**config.mk**
```make
export PLATFORM = sky130hd
export DESIGN_NAME = can_slot_flags
export DESIGN_NICKNAME = d
export VERILOG_FILES = /design/src/rtl/can_slot_pkg.sv /design/src/rtl/slot_cfg_regs.sv /design/src/rtl/slot_rx_flags.sv /design/src/rtl/slot_tx_flags.sv /design/src/rtl/slot_shared_bit.sv /design/src/rtl/can_slot_flags.sv
export SDC_FILE = /design/constraint.sdc
export NUM_CORES = 1
export LEC_CHECK = 0
export BUFFER_PORTS_ARGS = -buffer_cell sky130_fd_sc_hd__buf_2
export CORE_AREA = 2 2 39 41
export DETAILED_ROUTE_END_ITERATION = 16
export DIE_AREA = 0 0 41 43
export GPL_TIMING_DRIVEN = 0
export PLACE_DENSITY_LB_ADDON = 0.1
export REMOVE_ABC_BUFFERS = 1
export SLEW_MARGIN = 5
export SYNTH_ARGS = -nofsm -noshare
export SYNTH_HDL_FRONTEND = slang
export SYNTH_SLANG_ARGS = --single-unit
export TNS_END_PERCENT = 100
```
**constraint.sdc**
```tcl
create_clock -name clk -period 1.59 [get_ports clk]
set_clock_uncertainty 0.2 [all_clocks]
set_input_delay 0.0795 -clock clk [delete_from_list [all_inputs] [get_ports clk]]
set_output_delay 0.0795 -clock clk [all_outputs]
set_load 0.005 [all_outputs]
```
**src/rtl/can_slot_pkg.sv**
```systemverilog
package can_slot_pkg;
  localparam int unsigned FLAG_W = 8;
  localparam int unsigned CFG_W  = 3;

  localparam int unsigned B_DIR   = 0;
  localparam int unsigned B_DTUP  = 1;
  localparam int unsigned B_SHARE = 2;
  localparam int unsigned B_TXREQ = 3;
  localparam int unsigned B_EXTRQ = 4;
  localparam int unsigned B_WOVR  = 5;
  localparam int unsigned B_RXIE  = 6;
  localparam int unsigned B_IRQ   = 7;

  typedef enum logic {
    SLOT_RX = 1'b0,
    SLOT_TX = 1'b1
  } slot_dir_e;
endpackage

```
**src/rtl/slot_cfg_regs.sv**
```systemverilog
// Plain software-owned configuration bits: direction, write-over, rx irq enable.
module slot_cfg_regs
  import can_slot_pkg::*;
#(
  parameter int unsigned N = CFG_W
) (
  input  logic         clk,
  input  logic         rst,
  input  logic [N-1:0] we,
  input  logic [N-1:0] wd,
  output logic [N-1:0] q,
  output logic [N-1:0] d
);
  logic [N-1:0] q_r;

  for (genvar i = 0; i < N; i++) begin : g_bit
    assign d[i] = we[i] ? wd[i] : q_r[i];
    always_ff @(posedge clk) begin
      if (rst) q_r[i] <= 1'b0;
      else     q_r[i] <= d[i];
    end
  end

  assign q = q_r;
endmodule

```
**src/rtl/slot_rx_flags.sv**
```systemverilog
// Receive-side flags: data-updated and interrupt request, plus store acceptance.
module slot_rx_flags
  import can_slot_pkg::*;
(
  input  logic      clk,
  input  logic      rst,
  input  slot_dir_e dir,
  input  logic      wover,
  input  logic      rxie,
  input  logic      evt_store,
  input  logic      we_dtup,
  input  logic      wd_dtup,
  input  logic      we_irq,
  input  logic      wd_irq,
  output logic      accept,
  output logic      ovr_set,
  output logic      ovr_clr,
  output logic      dtup_q,
  output logic      dtup_d,
  output logic      irq_q,
  output logic      irq_d
);
  logic in_rx;

  assign in_rx   = (dir == SLOT_RX);
  assign accept  = evt_store & in_rx & (wover | ~dtup_q);
  assign ovr_set = accept & dtup_q;
  assign ovr_clr = in_rx & we_dtup & ~wd_dtup & ~accept;

  always_comb begin
    dtup_d = dtup_q;
    if (accept)       dtup_d = 1'b1;
    else if (we_dtup) dtup_d = wd_dtup;
  end

  always_comb begin
    irq_d = irq_q;
    if (accept && rxie) irq_d = 1'b1;
    else if (we_irq)    irq_d = wd_irq;
  end

  always_ff @(posedge clk) begin
    if (rst) begin
      dtup_q <= 1'b0;
      irq_q  <= 1'b0;
    end else begin
      dtup_q <= dtup_d;
      irq_q  <= irq_d;
    end
  end
endmodule

```
**src/rtl/slot_tx_flags.sv**
```systemverilog
// Transmit-side flags: transmit request and external request.
module slot_tx_flags
  import can_slot_pkg::*;
(
  input  logic      clk,
  input  logic      rst,
  input  slot_dir_e dir,
  input  logic      evt_remote,
  input  logic      evt_tx_done,
  input  logic      we_txreq,
  input  logic      wd_txreq,
  input  logic      we_ext,
  input  logic      wd_ext,
  output logic      txreq_q,
  output logic      txreq_d,
  output logic      ext_q,
  output logic      ext_d
);
  logic rmt_hit;

  assign rmt_hit = evt_remote & (dir == SLOT_TX);

  always_comb begin
    txreq_d = txreq_q;
    if (rmt_hit)          txreq_d = 1'b1;
    else if (evt_tx_done) txreq_d = 1'b0;
    else if (we_txreq)    txreq_d = wd_txreq;
  end

  always_comb begin
    ext_d = ext_q;
    if (rmt_hit)     ext_d = 1'b1;
    else if (we_ext) ext_d = wd_ext;
  end

  always_ff @(posedge clk) begin
    if (rst) begin
      txreq_q <= 1'b0;
      ext_q   <= 1'b0;
    end else begin
      txreq_q <= txreq_d;
      ext_q   <= ext_d;
    end
  end
endmodule

```
**src/rtl/slot_shared_bit.sv**
```systemverilog
// One storage bit: overwrite indicator in receive use, inhibit in transmit use.
module slot_shared_bit
  import can_slot_pkg::*;
(
  input  logic      clk,
  input  logic      rst,
  input  slot_dir_e dir,
  input  logic      we,
  input  logic      wd,
  input  logic      ovr_set,
  input  logic      ovr_clr,
  output logic      q,
  output logic      d
);
  always_comb begin
    d = q;
    if (dir == SLOT_RX) begin
      if (ovr_set)      d = 1'b1;
      else if (ovr_clr) d = 1'b0;
    end else if (we) begin
      d = wd;
    end
  end

  always_ff @(posedge clk) begin
    if (rst) q <= 1'b0;
    else     q <= d;
  end
endmodule

```
**src/rtl/can_slot_flags.sv**
```systemverilog
module can_slot_flags
  import can_slot_pkg::*;
(
  input  logic              clk,
  input  logic              rst,
  input  logic [FLAG_W-1:0] sw_wr_en,
  input  logic [FLAG_W-1:0] sw_wdata,
  output logic [FLAG_W-1:0] sw_rdata,
  input  logic              evt_store,
  input  logic              evt_remote,
  input  logic              evt_tx_done,
  output logic              rx_accept,
  output logic              tx_eligible,
  output logic              irq
);
  logic [CFG_W-1:0] cfg_we, cfg_wd, cfg_q, cfg_d;
  slot_dir_e dir;
  logic ovr_set, ovr_clr;
  logic dtup_q, dtup_d, irq_q, irq_d;
  logic txreq_q, txreq_d, ext_q, ext_d;
  logic sh_q, sh_d;
  logic elig_q;

  assign cfg_we = {sw_wr_en[B_RXIE], sw_wr_en[B_WOVR], sw_wr_en[B_DIR]};
  assign cfg_wd = {sw_wdata[B_RXIE], sw_wdata[B_WOVR], sw_wdata[B_DIR]};

  slot_cfg_regs #(.N(CFG_W)) u_cfg (
    .clk (clk), .rst (rst), .we (cfg_we), .wd (cfg_wd), .q (cfg_q), .d (cfg_d)
  );

  assign dir = slot_dir_e'(cfg_q[0]);

  slot_rx_flags u_rx (
    .clk       (clk),
    .rst       (rst),
    .dir       (dir),
    .wover     (cfg_q[1]),
    .rxie      (cfg_q[2]),
    .evt_store (evt_store),
    .we_dtup   (sw_wr_en[B_DTUP]),
    .wd_dtup   (sw_wdata[B_DTUP]),
    .we_irq    (sw_wr_en[B_IRQ]),
    .wd_irq    (sw_wdata[B_IRQ]),
    .accept    (rx_accept),
    .ovr_set   (ovr_set),
    .ovr_clr   (ovr_clr),
    .dtup_q    (dtup_q),
    .dtup_d    (dtup_d),
    .irq_q     (irq_q),
    .irq_d     (irq_d)
  );

  slot_tx_flags u_tx (
    .clk         (clk),
    .rst         (rst),
    .dir         (dir),
    .evt_remote  (evt_remote),
    .evt_tx_done (evt_tx_done),
    .we_txreq    (sw_wr_en[B_TXREQ]),
    .wd_txreq    (sw_wdata[B_TXREQ]),
    .we_ext      (sw_wr_en[B_EXTRQ]),
    .wd_ext      (sw_wdata[B_EXTRQ]),
    .txreq_q     (txreq_q),
    .txreq_d     (txreq_d),
    .ext_q       (ext_q),
    .ext_d       (ext_d)
  );

  slot_shared_bit u_sh (
    .clk     (clk),
    .rst     (rst),
    .dir     (dir),
    .we      (sw_wr_en[B_SHARE]),
    .wd      (sw_wdata[B_SHARE]),
    .ovr_set (ovr_set),
    .ovr_clr (ovr_clr),
    .q       (sh_q),
    .d       (sh_d)
  );

  // Eligibility is registered from next-state values so it lines up with the flags.
  always_ff @(posedge clk) begin
    if (rst) elig_q <= 1'b0;
    else     elig_q <= cfg_d[0] & txreq_d & ~sh_d;
  end

  logic [FLAG_W-1:0] rd;
  always_comb begin
    rd          = '0;
    rd[B_DIR]   = cfg_q[0];
    rd[B_DTUP]  = dtup_q;
    rd[B_SHARE] = sh_q;
    rd[B_TXREQ] = txreq_q;
    rd[B_EXTRQ] = ext_q;
    rd[B_WOVR]  = cfg_q[1];
    rd[B_RXIE]  = cfg_q[2];
    rd[B_IRQ]   = irq_q;
  end

  assign sw_rdata    = rd;
  assign tx_eligible = elig_q;
  assign irq         = irq_q;
endmodule

```
# [Yosys cells after proc, flatten, opt, wreduce, memory -nomap -nowiden]
# Index checks and enable logic that the tools add are counted.
[word_totals] reg_bits=9 out_inout_bits=11 word_cells=42 in_bits=21
[classes] n_reduce_logical=4 n_bitwise=15 n_mux=14
[op_table] cell="$mux W1" n=14
[op_table] cell="$and A1 B1 Y1" n=9
[op_table] cell="$reduce_bool A2 Y1" n=3
[op_table] cell="$not A1 Y1" n=5
[op_table] cell="$logic_and A1 B1 Y1" n=1
[op_table] cell="$or A1 B1 Y1" n=1

# [Longest topological paths before layout]
# Gate-level depths: netlist (run 1).
[logic_depth] word_depth=10 depth_mapped=4 mapped_depth_nobuf=4

# [By module]
# Synthesis (run 1) repeated with hierarchy kept, for this count alone.
[unflattened] cells_unflattened=48 area_unflattened_um2=521.8
[modules_own_cells] module="slot_rx_flags" area_per_inst_um2=165.2 n_inst=1 cells_each=15 seq_area_each_um2=40.0
[modules_own_cells] module="slot_cfg_regs" area_per_inst_um2=127.6 n_inst=1 cells_each=9 seq_area_each_um2=60.1
[modules_own_cells] module="slot_tx_flags" area_per_inst_um2=90.1 n_inst=1 cells_each=10 seq_area_each_um2=40.0
[modules_own_cells] module="can_slot_flags" area_per_inst_um2=70.1 n_inst=1 cells_each=7 seq_area_each_um2=20.0
[modules_own_cells] module="slot_shared_bit" area_per_inst_um2=68.8 n_inst=1 cells_each=7 seq_area_each_um2=20.0

# [Worst setup path after synthesis (run 1)]
# No wires, ideal clock.
[synth_timing] kind="reg-to-reg" start="register u_cfg.q_r[1] (netlist: u_cfg.q[1])" end="register u_sh.q" setup_slack_ns=0.438 path_buffers=0 t_arrival_ns=0.839 t_required_ns=1.276 stages_incl_launch_ff=5 synth_period_minus_slack_ns=1.152 setup_time_ns=0.114 cell_sequence="dfxtp_1 -> nand2b_1 -> a32oi_1 -> o22ai_1 -> nor2b_1"
[synth_via] elab_chain_cells=7 word_cells_on_any_way=8 classes_between="mux (3); bitwise (5)"
[synth_lines] element="from (decl)" line="slot_cfg_regs.sv:14" text="logic [N-1:0] q_r;"
[synth_lines] element="from (signal, indexed assignment)" line="slot_cfg_regs.sv:20" text="else q_r[i] <= d[i];"
[synth_lines] element="$or A1 B1 Y1 (*)" line="slot_rx_flags.sv:26" text="assign accept = evt_store & in_rx & (wover | ~dtup_q);"
[synth_lines] element="$and A1 B1 Y1 (*)" line="slot_rx_flags.sv:26"
[synth_lines] element="$not A1 Y1" line="slot_rx_flags.sv:28" text="assign ovr_clr = in_rx & we_dtup & ~wd_dtup & ~accept;"
[synth_lines] element="$and A1 B1 Y1" line="slot_rx_flags.sv:28"
[synth_lines] element="$mux W1" line="slot_shared_bit.sv:19" text="else if (ovr_clr) d = 1'b0;"
[synth_lines] element="$mux W1 (*)" line="slot_shared_bit.sv:18" text="if (ovr_set) d = 1'b1;"
[synth_lines] element="$mux W1 (*)" line="slot_shared_bit.sv:17" text="if (dir == SLOT_RX) begin"
[synth_lines] element="to (signal assigned)" line="slot_shared_bit.sv:26" text="if (rst) q <= 1'b0;"
[synth_lines] element="to (signal assigned)" line="slot_shared_bit.sv:27" text="else q <= d;"
[synth_lines] element="to (decl)" line="slot_shared_bit.sv:12" text="output logic q,"
# Every way passes the cells marked *; elsewhere a longest branch is shown, timed or not.
# A chain may end at the register's enable or synchronous reset.

# [Final worst setup path (run 1)]
[layout_timing] start="input sw_wdata[0]" end="register u_cfg.q_r[0] (netlist: u_cfg.q[0])"
[layout_via] elab_chain_cells=1
[layout_lines] element="from (decl)" line="can_slot_flags.sv:7" text="input logic [FLAG_W-1:0] sw_wdata,"
[layout_lines] element="$mux W1" line="slot_cfg_regs.sv:17" text="assign d[i] = we[i] ? wd[i] : q_r[i];"
# No other way between the ends.

==> results of run 1 <==
through the flow:
stage	area (um^2)	setup WS (ps)	total power, mW	utilization [%]	cells
2_1_floorplan	360	422	0.290	-	38
3_3_place_gp	536	380	0.340	38.7	85
3_5_place_dp	536	384	0.341	38.7	85
4_1_cts	692	92.7	0.545	50.0	102
5_1_grt	692	24.8	0.571	50.0	102
6_report	692	74.8	0.538	50.0	102
worst max path at each step:
stage,startpoint,endpoint,depth (start not counted)
6_report,sw_wdata[0],u_cfg.q[0],5
5_1_grt,sw_wdata[7],u_rx.irq_q,5
4_1_cts,sw_wdata[0],u_cfg.q[0],5
3_5_place_dp,u_cfg.q[1],u_sh.q,4
3_3_place_gp,u_cfg.q[1],u_sh.q,4
2_1_floorplan,u_cfg.q[1],u_sh.q,4
synthesized netlist by cell type (all sizes together):
cell,number
o21ai,3
a21oi,3
buf,8
and3,1
nand2b,2
mux2i,7
dfxtp,9
o22ai,1
nor2,4
nor2b,2
nand2,3
a32oi,1
inv,2
registers in the layout, summed over array words and instances (netlist names):
signal,cells
u_rx.dtup_q,1
u_tx.ext_q,1
u_tx.txreq_q,1
u_cfg.q,3
u_rx.irq_q,1
tx_eligible,1
u_sh.q,1
power groups by stage:
stage | sequential, mW | clock [mW] | combinational (mW)
5_1_grt | 0.251 | 0.190 | 0.129
3_3_place_gp | 0.254 | 0 | 0.0862
3_5_place_dp | 0.254 | 0 | 0.0865
4_1_cts | 0.249 | 0.181 | 0.115
2_1_floorplan | 0.256 | 0 | 0.0347
6_report | 0.250 | 0.174 | 0.114
critical path: cells and delay by family:
kind / cells / cell delay (ps)
buffers and inverters: 3 / 1200
multiplexers: 1 / 120
AND/OR/NAND/NOR: 1 / 70
layout by cell type (no fill, tap or decap), types with 2 or more instances in the layout:
master / synthesis / final
sky130_fd_sc_hd__mux2i_1: 7 / 7
sky130_fd_sc_hd__nor2_1: 4 / 4
sky130_fd_sc_hd__dlygate4sd3_1: 0 / 13
sky130_fd_sc_hd__clkbuf_4: 0 / 3
sky130_fd_sc_hd__buf_2: 0 / 31
sky130_fd_sc_hd__a21oi_1: 3 / 3
sky130_fd_sc_hd__nor2b_1: 2 / 2
sky130_fd_sc_hd__o21ai_0: 2 / 2
sky130_fd_sc_hd__dfxtp_1: 9 / 9
sky130_fd_sc_hd__nand2_1: 3 / 3
sky130_fd_sc_hd__nand2b_1: 2 / 2
cells by family (layout without fill, tap and decap cells):
group	after synthesis	in the layout	synth area share (%)
muxes	7	7	16.7
and+or+nand+nor	12	12	13.7
DFF	9	9	42.9
AOI/OAI and AO/OA	8	8	10.7
buffers and inverters	10	50	16.1
layer usage:
metal | wire (um) | share of wire (%)
met4 | 4 | 0.43
met2 | 473 | 51
met5 | 0 | 0
met3 | 75 | 8.1
met1 | 372 | 40
area by class of cell:
cell class	instances	area, um^2
fillers	140	692
repair buffers	44	285
flip-flops and latches	9	180
multi-input cells	27	173
clock buffers	4	26.3
well taps	16	20.0
inverters	2	7.51
==> out/qor.csv, run 1 <==
stage,metric,value,unit
sta,sum of negative setup slack,0,ps
setup_path,largest driver fanout on the critical path,2,
sta,final hold viol count,0,
floorplan,initial standard-cell utilization of the core,30.4,%
worst_hold_path,hold-critical path depth,4,
floorplan,area of the core,0.00138,mm^2
setup_path,register-to-register setup slack,180,ps
setup_path,cell depth of the worst flop-to-flop path,3,
sta,RSZ-0062 raised after global routing,false,
power_and_ir_drop,power spent charging and discharging nets,0.127,mW
cells_and_area,final net count,108,
power_and_ir_drop,Pwr per Cell Area,777,mW/mm^2
sta,relative slew slack,87.9,%
sta,Achievable Freq,660,MHz
power_and_ir_drop,switching portion of total power,23.6,%
cells_and_area,Inserted Diodes,0,
global_routing,routing usage on met1,12.0,%
setup_path,CP most frequent cell,sky130_fd_sc_hd__dlygate4sd3_1,
logic_synthesis,fraction of synthesized cell area taken by the top area cell type,42.9,%
clocking,post_cts resized,0,
logic_synthesis,sequential element share of the synthesized area,42.9,%
worst_hold_path,Min-Delay Path Class,in2reg,
setup_path,arrival time of data at the critical path endpoint,1460,ps
logic_synthesis,post-synthesis cell type count,15,
route,DR DRC count,0,
power_and_ir_drop,combinational share of power,21.3,%
global_routing,wire length of the first global-routing pass,1.38,mm
setup_path,worst reg2reg endpoint,u_cfg.q[0],
global_routing,"Remaining Overflow, GRT",0,
clocking,later-pin clock latency in the skew report,260,ps
run,number of maximum-capacitance violations,0,
cells_and_area,proportion of layout cells with a drive suffix above 1,40.7,%
worst_hold_path,worst hold endpoint,tx_eligible,
sta,min Tclk post-route,1520,ps
clocking,clk buf depth,2,
floorplan,vertical extent of the die,43,um
route,initial drt markers,3,
place,RD Place Congestion,0.551,
logic_synthesis,number of synthesized register bits,9,
clocking,# clock sinks,9,
worst_hold_path,worst hold path startpoint,sw_wdata[2],
floorplan,I/O pins,32,
route,antenna-violating nets left,0,
logic_synthesis,largest area contributor in the synthesized netlist,sky130_fd_sc_hd__dfxtp_1,
sta,hold slack final,29.7,ps
power_and_ir_drop,sequential share of power,46.4,%
floorplan,area enclosed by the die boundary,0.00176,mm^2
floorplan,DIE WIDTH,41,um
logic_synthesis,Post-Syn Area,420,um^2
global_routing,antenna violations before repair,0,
logic_synthesis,biggest area contributors in the synthesized netlist,"sky130_fd_sc_hd__dfxtp_1 43%, sky130_fd_sc_hd__mux2i_1 17%, sky130_fd_sc_hd__buf_4 14%",
sta,transition at the pin with the smallest max-transition slack,182,ps
cells_and_area,P&R area growth vs syn,64.6,%
route,aggregate routed wire length,925,um
clocking,# H-tree levels,1,
global_routing,grt peak-use layer,met2,
route,Vias,457,
logic_synthesis,synthesized netlist cell count,46,
power_and_ir_drop,peak supply drop,0.000413,V
clocking,hold buffer count at cts,13,
setup_path,type of the worst setup path,in2reg,
sta,number of failing setup endpoints in the final timing report,0,
clocking,count of buffers added by post-CTS timing repair for setup,0,
setup_path,startpoint kind of the worst setup timing path,primary input,
power_and_ir_drop,cell internal power dissipation,0.411,mW
sta,number of max-slew violations in the final report,0,
logic_synthesis,count of yosys warnings during synthesis,0,
setup_path,Worst Setup End Kind,register,
outcome,status,finished clean,
clocking,clock buffers created by TritonCTS,3,
sta,final clock period utilization by the worst path,95.3,%
clocking,"Clk pin slew, worst setup/hold paths",60,ps
power_and_ir_drop,portion of total power attributed to the clock network,32.3,%
floorplan,placement row count,14,
global_routing,maximum number of pins on one net before global-route repair,9,
global_routing,via count of the first global-routing pass,407,
place,Port Buf Inserts,31,
route,via count normalized by instance count,4.48,
setup_path,worst endpoint required time,1540,ps
route,first-pass iteration count of the detailed router,2,
route,routed length per placed instance,9.07,um
setup_path,CP peak stage delay,550,ps
global_routing,M3 GR Usage,3.14,%
setup_path,R2R Path Start,u_cfg.q[0],
setup_path,cell type of the slowest stage on the worst timing path,sky130_fd_sc_hd__dlygate4sd3_1,
clocking,clock root buffer,sky130_fd_sc_hd__clkbuf_4,
clocking,CTS tree,done,
global_routing,met2 demand-to-capacity share in global routing,19.4,%
power_and_ir_drop,Static Leak,0.359,nW
logic_synthesis,Post-Syn Area per Cell,9.14,um^2
global_routing,global-route total usage across every layer,11.8,%
setup_path,cells along the critical path,"dlygate4sd3_1, buf_2, mux2i_1, nor2_1, dlygate4sd3_1",
Note: power is estimated with default switching activity, not from simulation.
==> inputs of run 2 (changes only) <==
--- a/config.mk
+++ b/config.mk
@@ -5,10 +5,12 @@
 export SDC_FILE = /design/constraint.sdc
 export NUM_CORES = 1
 export LEC_CHECK = 0
-export BUFFER_PORTS_ARGS = -buffer_cell sky130_fd_sc_hd__buf_2
-export CORE_AREA = 2 2 39 41
+export ABC_AREA = 1
+export BUFFER_PORTS_ARGS = -buffer_cell sky130_fd_sc_hd__buf_4
+export CELL_PAD_IN_SITES_DETAIL_PLACEMENT = 0
+export CELL_PAD_IN_SITES_GLOBAL_PLACEMENT = 1
+export CORE_UTILIZATION = 25
 export DETAILED_ROUTE_END_ITERATION = 16
-export DIE_AREA = 0 0 41 43
 export GPL_TIMING_DRIVEN = 0
 export PLACE_DENSITY_LB_ADDON = 0.1
 export REMOVE_ABC_BUFFERS = 1
==> out/qor.csv, run 2 <==
stage,metric,value,unit,change
sta,hold slack final,11.5,ps,was 29.7 ps
place,RD Place Congestion,0.636,,was 0.551
global_routing,antenna violations before repair,0,,unchanged
power_and_ir_drop,sequential share of power,43.6,%,was 46.4%
sta,Achievable Freq,653,MHz,was 660 MHz
power_and_ir_drop,power spent charging and discharging nets,0.138,mW,was 0.127 mW
sta,number of max-slew violations in the final report,0,,unchanged
clocking,clock root buffer,sky130_fd_sc_hd__clkbuf_4,,unchanged
logic_synthesis,most frequently used cell type in the post-synthesis netlist,sky130_fd_sc_hd__nand2_1,,was sky130_fd_sc_hd__dfxtp_1
logic_synthesis,post-synthesis cell type count,15,,unchanged
logic_synthesis,synthesized netlist cell count,67,,was 46
route,first-pass iteration count of the detailed router,2,,unchanged
cells_and_area,final instance area,870,um^2,was 692 um^2
power_and_ir_drop,cell internal power dissipation,0.438,mW,was 0.411 mW
logic_synthesis,Post-Syn Area per Cell,6.89,um^2,was 9.14 um^2
cells_and_area,combined area of the multi-input logic cells,179,um^2,was 173 um^2
floorplan,initial standard-cell utilization of the core,26.7,%,was 30.4%
cells_and_area,layout filler cell count,183,,was 140
setup_path,Worst Setup End Kind,register,,unchanged
setup_path,worst endpoint required time,1530,ps,was 1540 ps
worst_hold_path,worst hold path startpoint,sw_wdata[1],,was sw_wdata[2]
setup_path,worst reg2reg endpoint,u_tx.ext_q,,was u_cfg.q[0]
setup_path,CP most frequent cell,sky130_fd_sc_hd__dlygate4sd3_1,,unchanged
cells_and_area,Inserted Diodes,0,,unchanged
cells_and_area,most frequent cells in the layout,"32 x sky130_fd_sc_hd__buf_4, 18 x sky130_fd_sc_hd__nand2_1, 17 x sky130_fd_sc_hd__dlygate4sd3_1, 10 x sky130_fd_sc_hd__inv_1, 8 x sky130_fd_sc_hd__dfxtp_1",,"was 31 x sky130_fd_sc_hd__buf_2, 13 x sky130_fd_sc_hd__dlygate4sd3_1, 9 x sky130_fd_sc_hd__dfxtp_1, 7 x sky130_fd_sc_hd__mux2i_1, 4 x sky130_fd_sc_hd__nor2_1"
setup_path,largest driver fanout on the critical path,3,,was 2
sta,final hold viol count,0,,unchanged
power_and_ir_drop,Pwr per Cell Area,662,mW/mm^2,was 777 mW/mm^2
clocking,# H-tree levels,1,,unchanged
power_and_ir_drop,combinational share of power,26.5,%,was 21.3%
clocking,CTS tree,done,,unchanged
global_routing,"Remaining Overflow, GRT",0,,unchanged
setup_path,arrival time of data at the critical path endpoint,1470,ps,was 1460 ps
power_and_ir_drop,Static Leak,0.449,nW,was 0.359 nW
run,number of maximum-capacitance violations,0,,unchanged
cells_and_area,largest reg by FF count,u_cfg.q,,unchanged
logic_synthesis,count of yosys warnings during synthesis,0,,unchanged
sta,relative slew slack,87.1,%,was 87.9%
cells_and_area,Layout Utilization,50.4,%,was 50.0%
power_and_ir_drop,portion of total power attributed to the clock network,29.9,%,was 32.3%
cells_and_area,number of flip-flops under the largest register name,3,,unchanged
place,worst slack after detailed placement,470,ps,was 384 ps
logic_synthesis,Post-Syn Area,462,um^2,was 420 um^2
route,DR DRC count,0,,unchanged
sta,sum of negative setup slack,0,ps,unchanged
clocking,later-pin clock latency in the skew report,250,ps,was 260 ps
route,initial drt markers,8,,was 3
clocking,clk buf depth,2,,unchanged
worst_hold_path,hold-critical path depth,5,,was 4
logic_synthesis,sequential element share of the synthesized area,39.0,%,was 42.9%
floorplan,vertical extent of the die,45.0,um,was 43 um
cells_and_area,proportion of layout cells with a drive suffix above 1,36.0,%,was 40.7%
setup_path,CP peak stage delay,550,ps,about the same
floorplan,placement row count,15,,was 14
floorplan,DIE WIDTH,45.0,um,was 41 um
sta,number of failing setup endpoints in the final timing report,0,,unchanged
setup_path,type of the worst setup path,in2reg,,unchanged
setup_path,cells along the critical path,"dlygate4sd3_1, buf_4, nand2_1, a31oi_1, dlygate4sd3_1",,"was dlygate4sd3_1, buf_2, mux2i_1, nor2_1, dlygate4sd3_1"
clocking,"Clk pin slew, worst setup/hold paths",60,ps,about the same
worst_hold_path,Min-Delay Path Class,in2reg,,unchanged
logic_synthesis,biggest area contributors in the synthesized netlist,"sky130_fd_sc_hd__dfxtp_1 39%, sky130_fd_sc_hd__nand2_1 15%, sky130_fd_sc_hd__buf_4 13%",,"was sky130_fd_sc_hd__dfxtp_1 43%, sky130_fd_sc_hd__mux2i_1 17%, sky130_fd_sc_hd__buf_4 14%"
sta,final clock period utilization by the worst path,96.4,%,was 95.3%
outcome,status,finished clean,,unchanged
route,aggregate routed wire length,1.08,mm,was 925 um
logic_synthesis,number of synthesized register bits,9,,unchanged
clocking,# clock sinks,9,,unchanged
place,Port Buf Inserts,31,,unchanged
cells_and_area,final net count,133,,was 108
cells_and_area,P&R area growth vs syn,88.3,%,was 64.6%
setup_path,register-to-register setup slack,130,ps,was 180 ps
global_routing,via count of the first global-routing pass,440,,was 407
sta,transition at the pin with the smallest max-transition slack,192,ps,was 182 ps
global_routing,maximum number of pins on one net before global-route repair,9,,unchanged
cells_and_area,"most common cell after layout, fill and taps aside",sky130_fd_sc_hd__buf_4,,was sky130_fd_sc_hd__buf_2
logic_synthesis,"Primary FF master, synth",sky130_fd_sc_hd__dfxtp_1,,unchanged
floorplan,area of the core,0.00173,mm^2,was 0.00138 mm^2
logic_synthesis,largest area contributor in the synthesized netlist,sky130_fd_sc_hd__dfxtp_1,,unchanged
logic_synthesis,top cell types by occurrence after synthesis,"18 x sky130_fd_sc_hd__nand2_1, 10 x sky130_fd_sc_hd__inv_1, 9 x sky130_fd_sc_hd__dfxtp_1",,"was 9 x sky130_fd_sc_hd__dfxtp_1, 8 x sky130_fd_sc_hd__buf_4, 7 x sky130_fd_sc_hd__mux2i_1"
power_and_ir_drop,peak supply drop,0.000310,V,was 0.000413 V
setup_path,cell depth of the worst flop-to-flop path,3,,unchanged
place,total cell area at the placement stage,661,um^2,was 536 um^2
power_and_ir_drop,switching portion of total power,23.9,%,was 23.6%
setup_path,R2R Path Start,u_cfg.q[0],,unchanged
clocking,clock buffers created by TritonCTS,3,,unchanged
global_routing,wire length of the first global-routing pass,1.71,mm,was 1.38 mm
route,via count normalized by instance count,3.93,,was 4.48
global_routing,global-route total usage across every layer,11.5,%,was 11.8%
sta,min Tclk post-route,1530,ps,was 1520 ps
logic_synthesis,number of synthesized flops with an enable pin,0,,unchanged
logic_synthesis,share of synthesized registers carrying an async set or reset,0,%,unchanged
setup_path,cell type of the slowest stage on the worst timing path,sky130_fd_sc_hd__dlygate4sd3_1,,unchanged
route,routed length per placed instance,7.97,um,was 9.07 um
setup_path,startpoint kind of the worst setup timing path,primary input,,unchanged
sta,setup slack after layout,57.8,ps,was 74.8 ps
floorplan,area enclosed by the die boundary,0.00202,mm^2,was 0.00176 mm^2
place,half-perimeter wire length after detailed placement,733,um,
floorplan,I/O pins,32,,unchanged
route,Vias,534,,was 457
worst_hold_path,worst hold endpoint,u_rx.dtup_q,,was tx_eligible
logic_synthesis,fraction of synthesized cell area taken by the top area cell type,39.0,%,was 42.9%
route,antenna-violating nets left,0,,unchanged
cells_and_area,Storage cell area,181,um^2,was 180 um^2
run 2: changes by cell type in the layout (fill, tap and decap cells not counted), sizes merged, moves of 3 or more:
cell and change:
mux2i -6, a21oi +3, inv +9, nor2 +3, dlygate4sd3 +4, nand2 +16
run 2: worst max-delay path: cells and delay by family:
kind | cells | cell delay (ps)
AO/OA/AOI/OAI | 1 | 90
buffers and inverters | 3 | 1220
AND/OR/NAND/NOR | 1 | 90
run 2: power by group through the flow:
stage          registers (mW)  logic [mW]  clock network (mW)
5_1_grt                 0.253       0.171               0.195
2_1_floorplan           0.256      0.0385                   0
4_1_cts                 0.251       0.151               0.184
3_5_place_dp            0.256       0.114                   0
3_3_place_gp            0.256       0.114                   0
6_report                0.251       0.153               0.172
run 2: cell families (layout without fill, tap and decap cells):
group,count (synthesis),in the layout,synth area share (%)
AOI/OAI and AO/OA,10,10,12.5
buffers and inverters,20,64,23.0
DFF,9,9,39.0
muxes,1,1,2.17
and+or+nand+nor,27,27,23.3
run 2: worst max path at each step:
stage	start	cells past startpoint	slack, ps	endpoint
floorplan	u_cfg.q[0]	6	560	tx_eligible
global placement	u_cfg.q[0]	6	460	tx_eligible
detailed placement	u_cfg.q[0]	6	470	tx_eligible
CTS	evt_tx_done	5	30	u_tx.txreq_q
global route	evt_remote	5	-0.9	u_tx.ext_q
finish	evt_remote	5	60	u_tx.ext_q
run 2: per-layer routing:
metal / wire [um] / vias to the layer above / track usage, %
li1: - / 286 / -
met1: 468 / 230 / 14.5
met2: 550 / 18 / 18.6
met3: 65 / 0 / 2.40
met4: 0 / 0 / 5.45
met5: 0 / - / 0
run 2: metrics by stage:
stage               total power [mW]  std cells
finish                         0.576        136
global route                   0.619        136
CTS                            0.586        135
detailed placement             0.370        114
global placement               0.370        114
floorplan                      0.295         58
run 2: area by class of cell:
cell class                      instances  share of cell area (%)
Tap cell                               25                    3.60
Timing Repair Buffer                   49                    47.2
Sequential cell                         9                    20.9
Multi-Input combinational cell         38                    20.6
Clock buffer                            4                    3.02
Inverter                               11                    4.75
run 2: repair_timing:
action                                  in CTS  in global routing
hold buffers                                17                  2
endpoints found under the setup margin       0                  4
buffers inserted                             0                  1
resized for setup                            0                  3
endpoints found under the hold margin        9                  1
